[config.mk]
export PLATFORM = sky130hd
export DESIGN_NAME = vaddr_mirror_decoder
export DESIGN_NICKNAME = d
export VERILOG_FILES = /design/src/rtl/vdec_pkg.sv /design/src/rtl/vdec_region.sv /design/src/rtl/vdec_nt_fold.sv /design/src/rtl/vdec_out_reg.sv /design/src/rtl/vaddr_mirror_decoder.sv
export SDC_FILE = /design/constraint.sdc
export NUM_CORES = 1
export LEC_CHECK = 0
export CELL_PAD_IN_SITES_DETAIL_PLACEMENT = 1
export CELL_PAD_IN_SITES_GLOBAL_PLACEMENT = 1
export CORE_MARGIN = 2
export CORE_UTILIZATION = 39
export DETAILED_ROUTE_END_ITERATION = 10
export DONT_BUFFER_PORTS = 1
export GPL_ROUTABILITY_DRIVEN = 0
export HOLD_SLACK_MARGIN = 0.1
export PLACE_DENSITY_LB_ADDON = 0.1
export SLEW_MARGIN = 20
export SYNTH_ARGS = -nofsm -noshare
export SYNTH_HDL_FRONTEND = slang
export SYNTH_SLANG_ARGS = --single-unit
[constraint.sdc]
create_clock -name clk -period 1 [get_ports clk]
set_clock_uncertainty 0.05 [all_clocks]
set_input_delay 0.05 -clock clk [delete_from_list [all_inputs] [get_ports clk]]
set_output_delay 0.05 -clock clk [all_outputs]
set_load 0.05 [all_outputs]
[src/rtl/vdec_pkg.sv]
package vdec_pkg;
  typedef enum logic [1:0] {
    SEL_NONE = 2'd0,
    SEL_PAT  = 2'd1,
    SEL_NT   = 2'd2,
    SEL_PAL  = 2'd3
  } store_sel_e;
endpackage

[src/rtl/vdec_region.sv]
module vdec_region
  import vdec_pkg::*;
#(
  parameter int SPACE_W = 14,
  parameter int PAL_SPAN_W = 8
) (
  input  logic [SPACE_W-1:0] addr,
  output store_sel_e         region
);
  localparam int HI_W = SPACE_W - PAL_SPAN_W;

  logic pal_hit;
  assign pal_hit = &addr[SPACE_W-1:PAL_SPAN_W];

  always_comb begin
    if (!addr[SPACE_W-1])
      region = SEL_PAT;
    else if (pal_hit)
      region = SEL_PAL;
    else
      region = SEL_NT;
  end

  logic [HI_W-1:0] unused_hi;
  assign unused_hi = addr[SPACE_W-1:PAL_SPAN_W];
endmodule

[src/rtl/vdec_nt_fold.sv]
module vdec_nt_fold #(
  parameter int PAGE_W = 10
) (
  input  logic [PAGE_W+1:0] off,
  input  logic              fold_h,
  output logic [PAGE_W:0]   phys
);
  logic page_bit;
  assign page_bit = fold_h ? off[PAGE_W] : off[PAGE_W+1];
  assign phys     = {page_bit, off[PAGE_W-1:0]};
endmodule

[src/rtl/vdec_out_reg.sv]
module vdec_out_reg
  import vdec_pkg::*;
#(
  parameter int IDX_W = 13
) (
  input  logic             clk,
  input  logic             rst,
  input  logic             acc,
  input  store_sel_e       sel_d,
  input  logic [IDX_W-1:0] idx_d,
  input  logic             we_d,
  output store_sel_e       sel_q,
  output logic [IDX_W-1:0] idx_q,
  output logic             we_q
);
  always_ff @(posedge clk) begin
    if (rst) begin
      sel_q <= SEL_NONE;
      idx_q <= '0;
      we_q  <= 1'b0;
    end else if (acc) begin
      sel_q <= sel_d;
      idx_q <= idx_d;
      we_q  <= we_d;
    end else begin
      sel_q <= SEL_NONE;
      idx_q <= '0;
      we_q  <= 1'b0;
    end
  end
endmodule

[src/rtl/vaddr_mirror_decoder.sv]
module vaddr_mirror_decoder
  import vdec_pkg::*;
#(
  parameter int VA_W       = 16,
  parameter int SPACE_W    = 14,
  parameter int PAT_W      = 13,
  parameter int PAGE_W     = 10,
  parameter int PAL_W      = 5,
  parameter int PAL_SPAN_W = 8
) (
  input  logic              clk,
  input  logic              rst,
  input  logic [VA_W-1:0]   vaddr,
  input  logic              rd_en,
  input  logic              wr_en,
  input  logic              nt_fold_h,
  input  logic              pat_is_ram,
  output logic [1:0]        sel_o,
  output logic [PAT_W-1:0]  idx_o,
  output logic              we_o
);
  localparam int IDX_W = PAT_W;
  localparam int NT_W  = PAGE_W + 1;

  logic [SPACE_W-1:0] fold_addr;

  generate
    if (VA_W > SPACE_W) begin : g_wrap
      logic [VA_W-SPACE_W-1:0] dropped;
      assign dropped   = vaddr[VA_W-1:SPACE_W];
      assign fold_addr = vaddr[SPACE_W-1:0];
    end else begin : g_exact
      assign fold_addr = SPACE_W'(vaddr);
    end
  endgenerate

  store_sel_e region;
  vdec_region #(.SPACE_W(SPACE_W), .PAL_SPAN_W(PAL_SPAN_W)) u_region (
    .addr   (fold_addr),
    .region (region)
  );

  logic [NT_W-1:0] nt_phys;
  vdec_nt_fold #(.PAGE_W(PAGE_W)) u_fold (
    .off    (fold_addr[PAGE_W+1:0]),
    .fold_h (nt_fold_h),
    .phys   (nt_phys)
  );

  logic [IDX_W-1:0] idx_d;
  logic             we_d;
  logic             acc;

  assign acc = rd_en | wr_en;

  always_comb begin
    unique case (region)
      SEL_PAT: idx_d = fold_addr[PAT_W-1:0];
      SEL_NT:  idx_d = IDX_W'(nt_phys);
      SEL_PAL: idx_d = IDX_W'(fold_addr[PAL_W-1:0]);
      default: idx_d = '0;
    endcase
  end

  assign we_d = wr_en & ((region != SEL_PAT) | pat_is_ram);

  store_sel_e sel_q;
  vdec_out_reg #(.IDX_W(IDX_W)) u_oreg (
    .clk   (clk),
    .rst   (rst),
    .acc   (acc),
    .sel_d (region),
    .idx_d (idx_d),
    .we_d  (we_d),
    .sel_q (sel_q),
    .idx_q (idx_o),
    .we_q  (we_o)
  );

  assign sel_o = sel_q;
endmodule

==> impl_metrics.env <==
export IMPL_wl_per_cell_um=14.9
export IMPL_post_cts_setup_buffer_count=0
export IMPL_ys_async_sr_fraction_pct=0
export IMPL_grt_max_degree=10
export IMPL_ys_ff_latch=16
export IMPL_num_rows=13
export IMPL_core_area_mm2=0.00128
export IMPL_p_sw_share_pct=27.4
export IMPL_hold_worst_slack_ps=125
export IMPL_cts_sinks=16
export IMPL_num_vias=470
export IMPL_worst_pin_slew_ps=251
export IMPL_yosysMostFrequentCell="dfxtp_1"
export IMPL_dr_pass1_iters=2
export IMPL_cts_buffer_depth=2
export IMPL_drt_iter0_drc=2
export IMPL_dp_cells=74
export IMPL_syn_avg_cell_area_um2=12.1
export IMPL_dieHeight_um=40.9
export IMPL_clk_pin_slew_ps=100
export IMPL_fin_area_um2=920
export IMPL_drc_errors=0
export IMPL_hold_violations=0
export IMPL_clkPwrFrac_pct=29.9
export IMPL_seqCellArea_um2=320
export IMPL_io_pins=38
export IMPL_die_area_mm2=0.00167
export IMPL_port_buffers=0
export IMPL_fp_dieW_um=40.9
export IMPL_yosysWarnings=0
export IMPL_p_leak_nw=0.417
export IMPL_min_path_type="in2reg"
export IMPL_worstPathArrival_ps=1100
export IMPL_drive_gt1_share_pct=35.7
export IMPL_setup_slack_ps=47.6
export IMPL_grt_pass1_vias=522
export IMPL_pre_cts_slack_ps=155
export IMPL_dpl_hpwl_um=930
export IMPL_final_core_util_pct=71.6
export IMPL_startpoint_type="input pin"
export IMPL_vias_per_cell=4.75
export IMPL_antennaDiodeCount=0
export IMPL_fin_nets=107
export IMPL_gr_usage_all_layers_pct=22.7
export IMPL_seqPwrFrac_pct=48.2
export IMPL_yosys_top_cells_count="dfxtp_1 (16), and2_1 (6), and2_2 (5), nor2_1 (4), nor3b_1 (3)"
export IMPL_p_per_area_mw_per_mm2=1530
export IMPL_outcome="complete, no violations"
export IMPL_fillers=134
export IMPL_fin_crit_ps=952
export IMPL_critPathRequiredTime_ps=1150
export IMPL_finalMaxSlewViolations=0
export IMPL_internal_power_mw=1.02
export IMPL_synthFlopType="dfxtp_1"
export IMPL_synth_cell_types=14
export IMPL_power_switching_mw=0.387
export IMPL_power_mw=1.41
export IMPL_pwr_share_comb_pct=21.8
export IMPL_cts_buffers=3
export IMPL_drt_total_wl_mm=1.48
export IMPL_fin_cells=99
export IMPL_cts_root_buf="clkbuf_4"
export IMPL_drv_cap=0
export IMPL_cp_max_fo=3
export IMPL_synth_area_leaders="dfxtp_1 (60%), and2_1 (7.1%), and2_2 (7.1%)"
export IMPL_grt_ovfl_total=0
export IMPL_antenna_found_initial=0
export IMPL_synth_edff_count=0
export IMPL_relSlewSlack_pct=83.2
export IMPL_syn_nets=66
export IMPL_timing_final_crit_share_pct=95.2
export IMPL_syn_inst=44
export IMPL_end_kind="flip-flop"
export IMPL_ant_nets=0
export IMPL_dpl_instance_area_um2=664
export IMPL_area_growth_pct=73.3
export IMPL_critical_path_class="in2reg"
export IMPL_grt_pass1_wl_mm=2.27
export IMPL_multi_input_area_um2=208
export IMPL_synth_area_um2=531
export IMPL_setup_violations=0
export IMPL_start_util_pct=41.3
export IMPL_synth_top_area_share_pct=60.4
export IMPL_ctsHtreeMaxLevel=1
export IMPL_yosys_area_top_type="dfxtp_1"
export IMPL_fmax_mhz=1050
export IMPL_ir_drop_mv=0.768
export IMPL_cts_tree="yes"
export IMPL_synth_yosys_seq_area_share_pct=60.4
export IMPL_setup_tns_ps=0
export IMPL_rsz0062_at_grt="false"
==> kinds of logic after synthesis <==
group	count (synthesis)	share of synthesized area (%)
flops	16	60.4
compound gates	5	11.8
simple gates	21	26.2
buf+inv	2	1.65
==> path summary, 6_finish.rpt <==
path,start,end,slack (ps),cells past startpoint
setup / recovery,vaddr[11],u_oreg.idx_q[10],50,3
hold / removal,rst,u_oreg.idx_q[6],130,3
==> timing repair <==
item | in CTS | in global routing
hold buffers | 21 | 0
resized for setup | 0 | 2
endpoints found under the setup margin | 0 | 6
endpoints found under the hold margin | 16 | 0
==> power by group through the flow <==
stage / clock network [mW] / registers (mW) / logic [mW]
2_1_floorplan: 0 / 0.815 / 0.0562
3_3_place_gp: 0 / 0.694 / 0.230
3_5_place_dp: 0 / 0.696 / 0.233
4_1_cts: 0.438 / 0.681 / 0.301
5_1_grt: 0.461 / 0.684 / 0.324
6_report: 0.422 / 0.680 / 0.308
==> flip-flops by register name (all words and copies together) (netlist names) <==
name and flops:
u_oreg.sel_q 2, u_oreg.idx_q 13, u_oreg.we_q 1
==> routing by layer <==
metal | GRT usage, % | share of wire (%)
met2 | 40.2 | 56
met5 | 0 | 0
met4 | 17.5 | 3.1
met3 | 7.61 | 7.0
met1 | 20.9 | 34
==> worst max-delay path, cell delays in order <==
cell           delay (ps)
dlygate4sd3_1         610
nor2_1                110
a2111oi_4             330
==> final cells by class <==
type | instances | area share (%)
clock buffers | 4 | 3.95
inverters | 1 | 0.408
multi-input cells | 26 | 22.6
flip-flops and latches | 16 | 34.8
well taps | 15 | 2.04
repair buffers | 37 | 36.2
==> cell usage in the layout (no fill, tap or decap) <==
master / netlist / layout
dlymetal6s4s_1: 0 / 1
buf_4: 0 / 16
nor2_1: 4 / 4
dfxtp_1: 16 / 16
a31oi_2: 0 / 1
and4_4: 1 / 1
clkbuf_8: 0 / 1
nand2_1: 1 / 1
and3_4: 1 / 1
a21oi_1: 2 / 2
o21bai_4: 1 / 1
dlygate4sd3_1: 0 / 20
and2_2: 5 / 5
inv_1: 1 / 1
clkbuf_4: 0 / 3
and2_1: 6 / 6
nor3b_1: 3 / 3
a2111oi_4: 1 / 1
Note: power is estimated with default switching activity, not from simulation.
